<file path="src/rtl/regsort_pkg.sv">
package regsort_pkg;

    typedef enum logic [3:0] {
        ST_IDLE,
        ST_LOAD_A,
        ST_LOAD_B,
        ST_COMPARE,
        ST_WRITE_I,
        ST_WRITE_J,
        ST_RELOAD_A,
        ST_STEP,
        ST_DONE
    } sort_state_e;

    typedef struct packed {
        logic int_wr;    // internal write into the bank
        logic addr_cj;   // 1: address Cj, 0: address Ci
        logic bus_a;     // 1: write bus carries A, 0: carries B
        logic ld_a;
        logic ld_b;
        logic clr_ci;
        logic inc_ci;
        logic init_cj;   // Cj <= Ci + 1
        logic inc_cj;
        logic idle;
        logic done;
    } ctrl_t;

endpackage

</file>
<file path="src/rtl/regsort_bank.sv">
module regsort_bank #(
    parameter int DATA_W = 8,
    parameter int DEPTH  = 4,
    localparam int IDX_W = $clog2(DEPTH)
) (
    input  logic                           clk,
    input  logic                           we,
    input  logic [IDX_W-1:0]               waddr,
    input  logic [DATA_W-1:0]              wdata,
    input  logic [IDX_W-1:0]               raddr_a,
    output logic [DATA_W-1:0]              rdata_a,
    input  logic [IDX_W-1:0]               raddr_b,
    output logic [DATA_W-1:0]              rdata_b,
    output logic [DEPTH-1:0][DATA_W-1:0]   regs
);

    logic [DEPTH-1:0] row_we;

    // address decoder plus one register per row
    for (genvar r = 0; r < DEPTH; r++) begin : g_row
        assign row_we[r] = we && (waddr == IDX_W'(r));
        always_ff @(posedge clk) begin
            if (row_we[r]) regs[r] <= wdata;
        end
    end

    assign rdata_a = regs[raddr_a];
    assign rdata_b = regs[raddr_b];

endmodule

</file>
<file path="src/rtl/regsort_counters.sv">
module regsort_counters #(
    parameter int DEPTH  = 4,
    localparam int IDX_W = $clog2(DEPTH)
) (
    input  logic             clk,
    input  logic             rst,
    input  logic             clr_ci,
    input  logic             inc_ci,
    input  logic             init_cj,
    input  logic             inc_cj,
    output logic [IDX_W-1:0] ci,
    output logic [IDX_W-1:0] cj,
    output logic             ci_last,
    output logic             cj_last
);

    localparam logic [IDX_W-1:0] CI_END = IDX_W'(DEPTH - 2);
    localparam logic [IDX_W-1:0] CJ_END = IDX_W'(DEPTH - 1);

    always_ff @(posedge clk) begin
        if (rst || clr_ci) ci <= '0;
        else if (inc_ci)   ci <= ci + 1'b1;
    end

    always_ff @(posedge clk) begin
        if (rst)          cj <= '0;
        else if (init_cj) cj <= ci + 1'b1;
        else if (inc_cj)  cj <= cj + 1'b1;
    end

    assign ci_last = (ci == CI_END);
    assign cj_last = (cj == CJ_END);

endmodule

</file>
<file path="src/rtl/regsort_ctrl.sv">
module regsort_ctrl
    import regsort_pkg::*;
(
    input  logic        clk,
    input  logic        rst,
    input  logic        start,
    input  logic        b_lt_a,
    input  logic        ci_last,
    input  logic        cj_last,
    output sort_state_e state,
    output ctrl_t       ctl
);

    sort_state_e state_d;

    // state register
    always_ff @(posedge clk) begin
        if (rst) state <= ST_IDLE;
        else     state <= state_d;
    end

    // next state
    always_comb begin
        state_d = state;
        unique case (state)
            ST_IDLE:     if (start) state_d = ST_LOAD_A;
            ST_LOAD_A:   state_d = ST_LOAD_B;
            ST_LOAD_B:   state_d = ST_COMPARE;
            ST_COMPARE:  state_d = b_lt_a ? ST_WRITE_I : ST_STEP;
            ST_WRITE_I:  state_d = ST_WRITE_J;
            ST_WRITE_J:  state_d = ST_RELOAD_A;
            ST_RELOAD_A: state_d = ST_STEP;
            ST_STEP: begin
                if (!cj_last)     state_d = ST_LOAD_B;
                else if (ci_last) state_d = ST_DONE;
                else              state_d = ST_LOAD_A;
            end
            ST_DONE:     if (!start) state_d = ST_IDLE;
            default:     state_d = ST_IDLE;
        endcase
    end

    // outputs
    always_comb begin
        ctl = '0;
        unique case (state)
            ST_IDLE: begin
                ctl.idle   = 1'b1;
                ctl.clr_ci = 1'b1;
            end
            ST_LOAD_A: begin
                ctl.ld_a    = 1'b1;
                ctl.init_cj = 1'b1;
            end
            ST_LOAD_B: begin
                ctl.ld_b    = 1'b1;
                ctl.addr_cj = 1'b1;
            end
            ST_COMPARE: ;
            ST_WRITE_I: begin
                ctl.int_wr = 1'b1;
            end
            ST_WRITE_J: begin
                ctl.int_wr  = 1'b1;
                ctl.addr_cj = 1'b1;
                ctl.bus_a   = 1'b1;
            end
            ST_RELOAD_A: begin
                ctl.ld_a = 1'b1;
            end
            ST_STEP: begin
                ctl.inc_cj = !cj_last;
                ctl.inc_ci = cj_last && !ci_last;
            end
            ST_DONE: begin
                ctl.done = 1'b1;
            end
            default: ;
        endcase
    end

endmodule

</file>
<file path="src/rtl/regsort_top.sv">
module regsort_top
    import regsort_pkg::*;
#(
    parameter int DATA_W = 8,
    parameter int DEPTH  = 4,
    localparam int IDX_W = $clog2(DEPTH)
) (
    input  logic              clk,
    input  logic              rst,
    input  logic              start,
    input  logic              wr_init,
    input  logic [IDX_W-1:0]  wr_addr,
    input  logic [DATA_W-1:0] data_in,
    input  logic              rd_en,
    input  logic [IDX_W-1:0]  rd_addr,
    output logic [DATA_W-1:0] data_out,
    output logic              done
);

    sort_state_e                  state_q;
    ctrl_t                        ctl;
    logic [IDX_W-1:0]             ci_q, cj_q, sel_addr, waddr;
    logic                         ci_last, cj_last, b_lt_a, host_we, we;
    logic [DATA_W-1:0]            a_q, b_q, wbus, wdata, rd_int, rd_ext;
    logic [DEPTH-1:0][DATA_W-1:0] bank_q;

    regsort_ctrl u_ctrl (
        .clk     (clk),
        .rst     (rst),
        .start   (start),
        .b_lt_a  (b_lt_a),
        .ci_last (ci_last),
        .cj_last (cj_last),
        .state   (state_q),
        .ctl     (ctl)
    );

    regsort_counters #(.DEPTH(DEPTH)) u_cnt (
        .clk     (clk),
        .rst     (rst),
        .clr_ci  (ctl.clr_ci),
        .inc_ci  (ctl.inc_ci),
        .init_cj (ctl.init_cj),
        .inc_cj  (ctl.inc_cj),
        .ci      (ci_q),
        .cj      (cj_q),
        .ci_last (ci_last),
        .cj_last (cj_last)
    );

    // address and write-source muxes
    assign sel_addr = ctl.addr_cj ? cj_q : ci_q;
    assign wbus     = ctl.bus_a ? a_q : b_q;
    assign host_we  = ctl.idle && wr_init && !start;
    assign we       = host_we || ctl.int_wr;
    assign waddr    = host_we ? wr_addr : sel_addr;
    assign wdata    = host_we ? data_in : wbus;

    regsort_bank #(.DATA_W(DATA_W), .DEPTH(DEPTH)) u_bank (
        .clk     (clk),
        .we      (we),
        .waddr   (waddr),
        .wdata   (wdata),
        .raddr_a (sel_addr),
        .rdata_a (rd_int),
        .raddr_b (rd_addr),
        .rdata_b (rd_ext),
        .regs    (bank_q)
    );

    // working registers and comparator
    always_ff @(posedge clk) begin
        if (ctl.ld_a) a_q <= rd_int;
        if (ctl.ld_b) b_q <= rd_int;
    end

    assign b_lt_a   = (b_q < a_q);
    assign data_out = rd_en ? rd_ext : '0;
    assign done     = ctl.done;

endmodule

</file>
<file path="config.mk">
export PLATFORM = sky130hd
export DESIGN_NAME = regsort_top
export DESIGN_NICKNAME = d
export VERILOG_FILES = /design/src/rtl/regsort_pkg.sv /design/src/rtl/regsort_bank.sv /design/src/rtl/regsort_counters.sv /design/src/rtl/regsort_ctrl.sv /design/src/rtl/regsort_top.sv
export SDC_FILE = /design/constraint.sdc
export NUM_CORES = 1
export LEC_CHECK = 0
export ABC_AREA = 1
export BUFFER_PORTS_ARGS = -buffer_cell sky130_fd_sc_hd__buf_2
export CAP_MARGIN = 20
export CORE_ASPECT_RATIO = 1.25
export CORE_MARGIN = 2
export CORE_UTILIZATION = 59
export DETAILED_ROUTE_END_ITERATION = 12
export PLACE_DENSITY = 0.79
export REMOVE_ABC_BUFFERS = 1
export SLEW_MARGIN = 0
export SYNTH_ARGS = -nofsm -noshare
export SYNTH_HDL_FRONTEND = slang
export SYNTH_SLANG_ARGS = --single-unit
</file>
<file path="constraint.sdc">
create_clock -name clk -period 2.1 [get_ports clk]
set_clock_uncertainty 0.05 [all_clocks]
set_input_delay 0.315 -clock clk [delete_from_list [all_inputs] [get_ports clk]]
set_output_delay 0.315 -clock clk [all_outputs]
set_load 0.005 [all_outputs]
</file>
==> results.md, run 1 <==
- Final setup margin: 0.187 ns
- Count of final hold-check violations: 0
- CP Cell Sequence: inv_1 -> nor2_4 -> nand2_2 -> nand2_2 -> nand2_2 -> nand2_4 -> inv_4 -> nand2_2 -> o211ai_1 -> nor2_1 -> buf_4
- First-pass GRT wire length: 9710 um
- Synthesis-stage register bit count: 56
- Sink Count: 56
- Final slew viol count: 0
- Clock tree buffer depth: 2
- Final std cells w/o fill: 413
- Routed vias/inst: 5.53
- Worst EP required: 2.08 ns
- Share of cells above drive strength 1: 0.178
- Slew headroom: 0.658
- CP endpoint kind: flop
- Initial core utilization: 0.614
- Clock transition at path regs: 0.10 ns
- Core area: 4760 um2
- Buffers on Ports: 25
- RSZ-0062 raised after global routing: no
- CP peak stage delay: 0.41 ns
- Leakage: 1.39 nW
- Post-synthesis cell type count: 28
- Root buf cell: clkbuf_8
- CP most frequent cell: nand2_2
- Setup Fix Bufs, Post-CTS: 0
- Top-area cell type share of the netlist area: 0.493
- Post-synthesis async set-or-reset flop share: 0
- Htree depth: 2
- Global Route Usage Sum: 0.247
- Hold depth: 2
- Max layer used: met4
- CTS tree: yes
- Worst Setup Start Kind: flop
- Wire length per cell: 15.1 um
- Pwr/cell area: 1030 nW/um2
- Class of the worst hold path: in -> reg
- Top FF cell, synth: edfxtp_1
- Total power: 3.38 mW
- Residual DRC count: 0
- Worst path slowest cell: dfxtp_1
- Post-route met1 wirelength: 2700 um
- Metal2 WL: 3110 um
- Post-synth EDFFs: 48
- Filler instances: 401
- Met3 WL: 294 um
- Number of global-route vias before repair: 2027
- Mapped cell area: 2930 um2
- Most frequent cells after synthesis: 79 x nand2_1, 48 x edfxtp_1, 44 x inv_1, 25 x o211ai_1
- Chip width: 67.0 um
- Largest net degree at the start of global routing: 33
- Fmax: 0.523 GHz
- Die H: 82.7 um
- Max-capacitance violation count: 0
- Placed cells: 405
- DR vias: 2282
- Hpwl dp: 4800 um
- TritonCTS Buffers: 5
- Run status: finished clean
- Antenna violations before repair: 0
- R2R setup slack: 0.19 ns
- Total grt overflow: 0
- Synth area leaders: edfxtp_1 49%, nand2_1 10%, o211ai_1 6.4%, inv_1 5.6%, dfxtp_1 5.5%
- YS warnings: 0
- Area leader, netlist: edfxtp_1
- Arr. time, crit path: 1.89 ns
- Worst R2R Start: u_ctrl.state[2]
- Hold path start: rst
- Worst Tran Pin Value: 0.513 ns
- Row Count: 28
- Peak VDD IR: 705 uV
- Drt pass-1 iters: 4
- Worst flop-to-flop path endpoint: u_bank.regs[17]
- I/O pins: 26
- Finished Core Util: 0.689
- Layout area overhead: 12.3%
- Detailed Route WL: 6250 um
- Min Tclk post-route: 1.91 ns
- Diode count: 0
- Routed Antenna Nets: 0
- GP Congestion: 0.872
- Pre-CTS setup slack: 0.196 ns
- Final setup fails: 0
- CP Class: reg -> reg
- DRT iter0 DRCs: 169
- Final Cycle Share: 0.911
- Clk_lat worst skew: 0.31 ns
- Post-CTS sizing: 0
- Worst Hold End: u_ctrl.state[2]
- Die area: 5540 um2
- Reg2Reg Depth: 11
- Hold buffer count at CTS: 0
- Top-count cell post-synth: nand2_1
- Cells after Synth: 316
- Part of the Yosys area used for sequential elements: 0.547
- Fin nets: 378
- Setup TNS: 0 ns
- Avg Inst Size Synth: 9.26 um2
- Worst Path Max Fanout: 9
==> how the worst max path moves through the flow <==
stage               startpoint              end  slack, ns  cells after the start
2_1_floorplan  u_ctrl.state[1]  u_bank.regs[10]      -0.23                      8
3_3_place_gp   u_ctrl.state[2]   u_bank.regs[5]       0.26                     11
3_5_place_dp   u_ctrl.state[2]   u_bank.regs[5]       0.20                     11
4_1_cts        u_ctrl.state[2]  u_bank.regs[21]       0.19                     11
5_1_grt        u_ctrl.state[2]   u_bank.regs[2]       0.02                     11
6_report       u_ctrl.state[2]  u_bank.regs[17]       0.19                     11
==> stage by stage <==
stage                     cell area, um2  hold slack, ns
after floorplan                     2860           0.334
after global placement              3190           0.401
after detailed placement            3190           0.402
after CTS                           3280           0.138
after global routing                3280           0.151
final                               3280           0.149
==> report_power, final <==
part	switching (mW)	internal, mW
sequential	0.109	1.55
clock	0.363	0.252
combinational	0.709	0.396
total	1.18	2.19
==> cells by family (layout without fill, tap and decap cells) <==
| family | after synthesis | count (layout) | synth area share |
|---|---|---|---|
| buf+inv | 57 | 94 | 0.0817 |
| simple gates | 118 | 118 | 0.169 |
| flops | 56 | 56 | 0.547 |
| fa+ha+maj | 9 | 9 | 0.0385 |
| compound gates | 76 | 76 | 0.163 |
==> worst max-delay path: cells and delay by family, from the launching register on <==
| kind | cells | cell delay, ns |
|---|---|---|
| and+or+nand+nor | 7 | 0.72 |
| buffers and inverters | 3 | 0.34 |
| AOI/OAI and AO/OA | 1 | 0.10 |
| DFF | 1 | 0.41 |
==> cells in the final DEF, fill, tap and decap left out, drive strengths merged, types with 6 or more instances in the layout <==
cell type / instances
a21oi: 23
a31oi: 8
buf: 40
dfxtp: 8
edfxtp: 48
ha: 9
inv: 49
nand2: 86
nand3: 6
nor2: 25
o211ai: 25
o21ai: 17
==> metal layers <==
| layer | global-route usage | vias up |
|---|---|---|
| met4 | 0.0837 | 0 |
| met2 | 0.425 | 71 |
| li1 | - | 1152 |
| met1 | 0.319 | 1046 |
| met3 | 0.0379 | 13 |
| met5 | 0 | - |
==> flip-flops by register name, summed over array words and instances (netlist names) <==
signal	count
a_q	8
u_ctrl.state	4
u_cnt.cj	2
b_q	8
u_cnt.ci	2
u_bank.regs	32
==> cell type report <==
cell class	instances	area [um2]	share of cell area
clock inverter	3	28.8	0.00876
sequential	56	1600	0.488
timing repair buffer	40	250	0.0762
clock buffer	5	68.8	0.0210
tap	60	75.1	0.0229
multi-input combinational	203	1080	0.330
inverter	46	175	0.0533
Power figures use the tool's default switching activity.
==> inputs of run 2 (changes only) <==
--- a/config.mk
+++ b/config.mk
@@ -10,9 +10,9 @@
 export CAP_MARGIN = 20
 export CORE_ASPECT_RATIO = 1.25
 export CORE_MARGIN = 2
-export CORE_UTILIZATION = 59
+export CORE_UTILIZATION = 53
 export DETAILED_ROUTE_END_ITERATION = 12
-export PLACE_DENSITY = 0.79
+export PLACE_DENSITY = 0.75
 export REMOVE_ABC_BUFFERS = 1
 export SLEW_MARGIN = 0
 export SYNTH_ARGS = -nofsm -noshare
==> constraint.sdc (replaced) <==
create_clock -name clk -period 1.6 [get_ports clk]
set_clock_uncertainty 0.05 [all_clocks]
set_input_delay 0.24 -clock clk [delete_from_list [all_inputs] [get_ports clk]]
set_output_delay 0.24 -clock clk [all_outputs]
set_load 0.005 [all_outputs]
==> run 2 against run 1 <==
Cell count grew 6.3%. Clock-buffer cell count is the same. Worst setup slack worse by 0.37 ns. The flow now finishes with violations (setup timing). Global-route usage decreased by 3.6 points. Die area increased by 11%. Via count is 2.4% higher. Worst hold slack got worse by 0.075 ns. Clock power grew 69%. Largest cell class unchanged. Non-clock buffer count rose by 23. Critical endpoint is now u_bank.regs[29]. Largest power group unchanged. Sequential share of layout area decreased by 4.3 points.
==> results.md, run 2 (synthesis gave the netlist of run 1 again) <==
- Slew headroom: 0.672 (was 0.658)
- RSZ-0062 raised after global routing: yes (was no)
- Total grt overflow: 0 (unchanged)
- Final slew viol count: 0 (unchanged)
- Worst Tran Pin Value: 0.491 ns (was 0.513 ns)
- Root buf cell: clkbuf_8 (unchanged)
- Chip width: 70.5 um (was 67.0 um)
- Share of cells above drive strength 1: 0.296 (was 0.178)
- Pwr/cell area: 1390 nW/um2 (was 1030 nW/um2)
- Largest reg by FF count: u_bank.regs (unchanged)
- Antenna violations before repair: 0 (unchanged)
- Hpwl dp: 4620 um (was 4800 um)
- Drt pass-1 iters: 4 (unchanged)
- Global Route Usage Sum: 0.211 (was 0.247)
- Fin nets: 401 (was 378)
- Final setup fails: 80 (was 0)
- GP Congestion: 0.869 (was 0.872)
- Routed vias/inst: 5.32 (was 5.53)
- Most frequent cells in the layout: 72 x nand2_1, 48 x edfxtp_1, 41 x inv_1 (was 79 x nand2_1, 48 x edfxtp_1, 44 x inv_1)
- Die H: 87.1 um (was 82.7 um)
- Max FFs per register: 32 (unchanged)
- Final setup margin: -0.185 ns (was 0.187 ns)
- Min Tclk post-route: 1.79 ns (was 1.91 ns)
- Wire length per cell: 13.9 um (was 15.1 um)
- Placed cell areas: 3290 um2 (was 3190 um2)
- Max-capacitance violation count: 0 (unchanged)
- Number of global-route vias before repair: 2278 (was 2027)
- CP endpoint kind: flop (unchanged)
- Count of final hold-check violations: 0 (unchanged)
- Failing checks: setup timing
- Htree depth: 2 (unchanged)
- Final instance area: 3620 um2 (was 3280 um2)
- Sink Count: 56 (unchanged)
- Final Cycle Share: 1.12 (was 0.911)
- Die area: 6130 um2 (was 5540 um2)
- Routed Antenna Nets: 0 (unchanged)
- Peak VDD IR: 794 uV (was 705 uV)
- Buffers on Ports: 25 (unchanged)
- CP Class: reg -> reg (unchanged)
- Class of the worst hold path: in -> reg (unchanged)
- Filler instances: 424 (was 401)
- CTS tree: yes (unchanged)
- Top flop regs: u_bank.regs (32), a_q (8), b_q (8) (unchanged)
- Worst hold slack: 0.0741 ns (was 0.149 ns)
- Leakage: 1.54 nW (was 1.39 nW)
- Worst Setup Start Kind: flop (unchanged)
- Diode count: 0 (unchanged)
- TritonCTS Buffers: 5 (unchanged)
- Core area: 5370 um2 (was 4760 um2)
- Initial core utilization: 0.545 (was 0.614)
- Most common cell after layout, fill and taps aside: nand2_1 (unchanged)
- Layout area overhead: 23.7% (was 12.3%)
- Hold buffer count at CTS: 0 (unchanged)
- DR vias: 2336 (was 2282)
- Finished Core Util: 0.674 (was 0.689)
- Detailed Route WL: 6100 um (was 6250 um)
- Largest net degree at the start of global routing: 33 (unchanged)
- Clk_lat worst skew: 0.30 ns (was 0.31 ns)
- Clock transition at path regs: 0.09 ns (was 0.10 ns)
- Run status: finished, violations left (was finished clean)
- Residual DRC count: 0 (unchanged)
- DRT iter0 DRCs: 71 (was 169)
- First-pass GRT wire length: 10200 um (was 9710 um)
- I/O pins: 26 (unchanged)
- Arr. time, crit path: 1.77 ns (was 1.89 ns)
- Clock tree buffer depth: 2 (unchanged)
- Fmax: 0.560 GHz (was 0.523 GHz)
- Row Count: 30 (was 28)
- Worst Path Max Fanout: 4 (was 9)
- Worst EP required: 1.58 ns (was 2.08 ns)
- R2R setup slack: -0.19 ns (was 0.19 ns)
-- run 2: final timing paths --
kind                                      start              end  cells past startpoint
worst max-delay path            u_ctrl.state[2]  u_bank.regs[29]                     11
worst min register to register      u_cnt.ci[0]      u_cnt.ci[0]                      2
worst min-delay path                        rst  u_ctrl.state[3]                      2
worst max register to register  u_ctrl.state[2]  u_bank.regs[29]                     11
-- run 2: layer usage --
metal | wire length (um) | share of wire | track usage
met1 | 2590 | 0.43 | 0.252
met2 | 3280 | 0.54 | 0.392
met3 | 168 | 0.028 | 0.0255
met4 | 59 | 0.0097 | 0.0734
met5 | 0 | 0 | 0
-- run 2: critical path, stage by stage, from the launching register on --
cell and delay [ns]:
dfxtp_4 0.38, inv_2 0.04, nor2_4 0.14, nand2_4 0.09, nand2_4 0.09, nand2_2 0.06
o21ai_4 0.09, nand2_2 0.09, o21ai_4 0.08, inv_2 0.08, nor2_2 0.16, buf_4 0.16
-- run 2: stage by stage --
step	total power, mW	setup slack (ns)	TNS (ns)	instances
3_5_place_dp	3.75	-0.246	-11.75	424
2_1_floorplan	3.05	-0.735	-22.16	305
5_1_grt	5.35	-0.272	-16.24	439
3_3_place_gp	3.69	-0.177	-8.83	424
4_1_cts	4.92	-0.144	-6.94	434
6_report	5.03	-0.185	-9.04	439
-- run 2: cell type report --
cell class              count  area [um2]  area share
flip-flops and latches     56        1610       0.445
inverters                  46         179      0.0494
clock buffers               5        68.8      0.0190
repair buffers             63         437       0.121
well taps                  64        80.1      0.0221
multi-input cells         203        1190       0.328
clock inverters             2        60.1      0.0166
-- run 2: timing repair --
| item | 4_1_cts | 5_1_grt |
|---|---|---|
| pin swaps | 8 | 4 |
| endpoints found under the setup margin | 80 | 84 |
| gates resized for setup | 26 | 17 |
| setup buffers | 3 | 5 |
-- run 2: power by group --
part	switching (mW)	internal, mW
registers	0.154	2.04
clock network	0.420	0.616
logic	1.01	0.791
==> inputs of run 3 (changes only) <==
--- a/config.mk
+++ b/config.mk
@@ -6,15 +6,16 @@
 export NUM_CORES = 1
 export LEC_CHECK = 0
 export ABC_AREA = 1
-export BUFFER_PORTS_ARGS = -buffer_cell sky130_fd_sc_hd__buf_2
+export BUFFER_PORTS_ARGS = -buffer_cell sky130_fd_sc_hd__clkbuf_2
 export CAP_MARGIN = 20
 export CORE_ASPECT_RATIO = 1.25
 export CORE_MARGIN = 2
 export CORE_UTILIZATION = 53
 export DETAILED_ROUTE_END_ITERATION = 12
+export GPL_TIMING_DRIVEN = 0
 export PLACE_DENSITY = 0.75
 export REMOVE_ABC_BUFFERS = 1
-export SLEW_MARGIN = 0
+export SLEW_MARGIN = 20
 export SYNTH_ARGS = -nofsm -noshare
 export SYNTH_HDL_FRONTEND = slang
 export SYNTH_SLANG_ARGS = --single-unit
==> run 3 against run 2 <==
The run still ends with setup timing left. Combinational power increased by 13%. Sequential power up 2%. Utilization rose by 3.7 points. Cell count fell by 0.23%. Non-clock buffer count fell by 4. Sequential cell count stayed put. Worst hold slack worse by 0.0027 ns. Global-route usage is 3.1 points higher. Maximum frequency decreased by 7.2%. Die area did not move. Register-to-register slack got worse by 0.14 ns. Clock-buffer cell count unchanged. Critical path type unchanged. Critical endpoint is now u_bank.regs[31]. Highest routed layer unchanged.
==> results.md, run 3 (synthesis gave the netlist of run 1 again) <==
- Run status: finished, violations left (unchanged)
- Internal power: 3.34 mW (was 3.44 mW)
- GP Congestion: 0.806 (was 0.869)
- Most frequent cells in the layout: 74 x nand2_1, 48 x edfxtp_1, 39 x inv_1 (was 72 x nand2_1, 48 x edfxtp_1, 41 x inv_1)
- Layout area overhead: 30.6% (was 23.7%)
- Clk_lat worst skew: 0.31 ns (was 0.30 ns)
- Max FFs per register: 32 (unchanged)
- CP Class: reg -> reg (unchanged)
- Final setup margin: -0.323 ns (was -0.185 ns)
- Setup TNS: -16.25 ns (was -9.04 ns)
- Hpwl dp: 4040 um (was 4620 um)
- Min Tclk post-route: 1.92 ns (was 1.79 ns)
- Global Route Usage Sum: 0.242 (was 0.211)
- Worst Hold End: u_ctrl.state[2] (was u_ctrl.state[3])
- CTS tree: yes (unchanged)
- Class of the worst hold path: in -> reg (unchanged)
- Worst hold slack: 0.0714 ns (was 0.0741 ns)
- Die H: 87.1 um (unchanged)
- Most common cell after layout, fill and taps aside: nand2_1 (unchanged)
- Switching Share: 0.356 (was 0.316)
- Fin nets: 399 (was 401)
- Clock tree buffer depth: 2 (unchanged)
- Hold depth: 2 (unchanged)
- Leakage: 1.57 nW (was 1.54 nW)
- Number of global-route vias before repair: 2367 (was 2278)
- Antenna violations before repair: 0 (unchanged)
- Htree depth: 2 (unchanged)
- Final std cells w/o fill: 438 (was 439)
- Total grt overflow: 0 (unchanged)
- R2R setup slack: -0.32 ns (was -0.19 ns)
- Top flop regs: u_bank.regs (32), a_q (8), b_q (8) (unchanged)
- Routed vias/inst: 5.75 (was 5.32)
- I/O pins: 26 (unchanged)
- Share of cells above drive strength 1: 0.326 (was 0.296)
- Final setup fails: 80 (unchanged)
- Row Count: 30 (unchanged)
- Slew headroom: 0.631 (was 0.672)
- Detailed Route WL: 7380 um (was 6100 um)
- Diode count: 0 (unchanged)
- Delay-heaviest family, CP: simple AND/OR/NAND/NOR gates (unchanged)
- Initial core utilization: 0.545 (unchanged)
- Count of final hold-check violations: 0 (unchanged)
- Residual DRC count: 0 (unchanged)
- CP peak stage delay: 0.38 ns (about the same)
- Worst Setup Start Kind: flop (unchanged)
- First-pass GRT wire length: 11400 um (was 10200 um)
- Hold buffer count at CTS: 0 (unchanged)
- Drt pass-1 iters: 5 (was 4)
- Chip width: 70.5 um (unchanged)
- Worst flop-to-flop path endpoint: u_bank.regs[31] (was u_bank.regs[29])
- Reg2Reg Depth: 11 (unchanged)
- Filler instances: 368 (was 424)
- Pwr/cell area: 1360 nW/um2 (was 1390 nW/um2)
- Final slew viol count: 0 (unchanged)
- Hold path start: rst (unchanged)
- Switching pwr: 1.85 mW (was 1.59 mW)
- DRT iter0 DRCs: 372 (was 71)
- CP endpoint kind: flop (unchanged)
- TritonCTS Buffers: 5 (unchanged)
- DR vias: 2517 (was 2336)
- Fmax: 0.520 GHz (was 0.560 GHz)
- Root buf cell: clkbuf_8 (unchanged)
- Placed cells: 394 (was 424)
- Failing checks: setup timing (unchanged)
- Buffers on Ports: 25 (unchanged)
- Final Cycle Share: 1.20 (was 1.12)
- Sink Count: 56 (unchanged)
- CP Cell Sequence: inv_4 -> nor2_4 -> nand2_4 -> nand2_4 -> buf_6 -> o21ai_4 -> nand2_2 -> o21ai_4 -> inv_2 -> nor2_4 -> buf_12 (was inv_2 -> nor2_4 -> nand2_4 -> nand2_4 -> nand2_2 -> o21ai_4 -> nand2_2 -> o21ai_4 -> inv_2 -> nor2_2 -> buf_4)
- Combinational power share: 0.391 (was 0.359)
- Largest reg by FF count: u_bank.regs (unchanged)
- Routed Antenna Nets: 0 (unchanged)
- Clock transition at path regs: 0.10 ns (was 0.09 ns)
- Core area: 5370 um2 (unchanged)
- Wire length per cell: 16.9 um (was 13.9 um)
- Arr. time, crit path: 1.91 ns (was 1.77 ns)
- Peak VDD IR: 1070 uV (was 794 uV)
- Largest net degree at the start of global routing: 33 (unchanged)
- Worst path slowest cell: dfxtp_4 (unchanged)
- Worst Path Max Fanout: 6 (was 4)
- Worst Tran Pin Value: 0.554 ns (was 0.491 ns)
- Worst Path Buf+Inv: 4 (was 3)
- Worst R2R Start: u_ctrl.state[0] (was u_ctrl.state[2])
- RSZ-0062 raised after global routing: yes (unchanged)
- Max-capacitance violation count: 0 (unchanged)
- Part of the power in registers: 0.430 (was 0.436)
- Die area: 6130 um2 (unchanged)
- Clock Power Share: 0.179 (was 0.206)
- Worst EP required: 1.59 ns (was 1.58 ns)
[run 3: cell count changes in the layout (fill, tap and decap cells not counted), moves of 4 or more]
cell      previous run  this run
a31oi_1              6         1
a31oi_4              0         4
buf_12               0         4
buf_2               25         4
buf_4               32        27
clkbuf_2             0        21
nand2_2             10         4
nand2_4              4         9
nor2_1              14        10
nor2_4               5        12
o21ai_0             11         7
o21ai_1              3         7
[run 3: power by group through the flow]
stage	Sequential (mW)	Combinational (mW)	Clock, mW
2_1_floorplan	2.17	0.883	0
3_3_place_gp	2.19	1.15	0
3_5_place_dp	2.20	1.20	0
4_1_cts	2.20	1.67	0.927
5_1_grt	2.26	2.20	1.01
6_report	2.23	2.03	0.931
[run 3: layout make-up]
| class | count | area (um2) | area share |
|---|---|---|---|
| Tap cell | 64 | 80.1 | 0.0210 |
| Clock buffer | 5 | 68.8 | 0.0180 |
| Inverter | 46 | 190 | 0.0498 |
| Timing Repair Buffer | 59 | 455 | 0.119 |
| Multi-Input combinational cell | 205 | 1360 | 0.356 |
| Clock inverter | 3 | 47.5 | 0.0124 |
| Sequential cell | 56 | 1620 | 0.423 |
[run 3: metrics by stage]
| step | total power, mW | util | cell area (um2) | setup slack (ns) |
|---|---|---|---|---|
| finish | 5.19 | 0.712 | 3820 | -0.323 |
| global route | 5.48 | 0.712 | 3820 | -0.373 |
| CTS | 4.80 | 0.669 | 3590 | -0.255 |
| detailed placement | 3.40 | 0.571 | 3070 | -1.41 |
| global placement | 3.34 | 0.571 | 3070 | -1.33 |
| floorplan | 3.05 | - | 2860 | -0.735 |
[run 3: worst max path at each step]
stage                               start              end  slack, ns  cells past startpoint
after CTS                 u_ctrl.state[2]  u_bank.regs[28]      -0.25                      8
after floorplan           u_ctrl.state[1]  u_bank.regs[10]      -0.73                      8
after detailed placement  u_ctrl.state[1]  u_bank.regs[27]      -1.41                      8
after global placement    u_ctrl.state[1]  u_bank.regs[10]      -1.33                      8
final                     u_ctrl.state[0]  u_bank.regs[31]      -0.32                     11
after global routing      u_ctrl.state[3]  u_bank.regs[31]      -0.37                     10
[run 3: timing repair]
action                                  in CTS  in global routing
pin swaps                                   15                 26
setup buffers                               22                 11
cloned                                       2                  1
endpoints found under the setup margin      80                 99
gates resized for setup                     49                 35
[run 3: worst register-to-register path: stages (launching register included)]
cell     delay [ns]
dfxtp_4        0.38
inv_4          0.08
nor2_4         0.04
nand2_4        0.09
nand2_4        0.09
buf_6          0.13
o21ai_4        0.17
nand2_2        0.10
o21ai_4        0.11
inv_2          0.11
nor2_4         0.16
buf_12         0.14
[run 3: routing by layer]
layer	vias to the layer above	track usage	wire, um
met5	-	0	0
met4	0	0.0717	223
met3	23	0.0417	508
met2	118	0.449	3990
met1	1182	0.285	2660
li1	1194	-	-
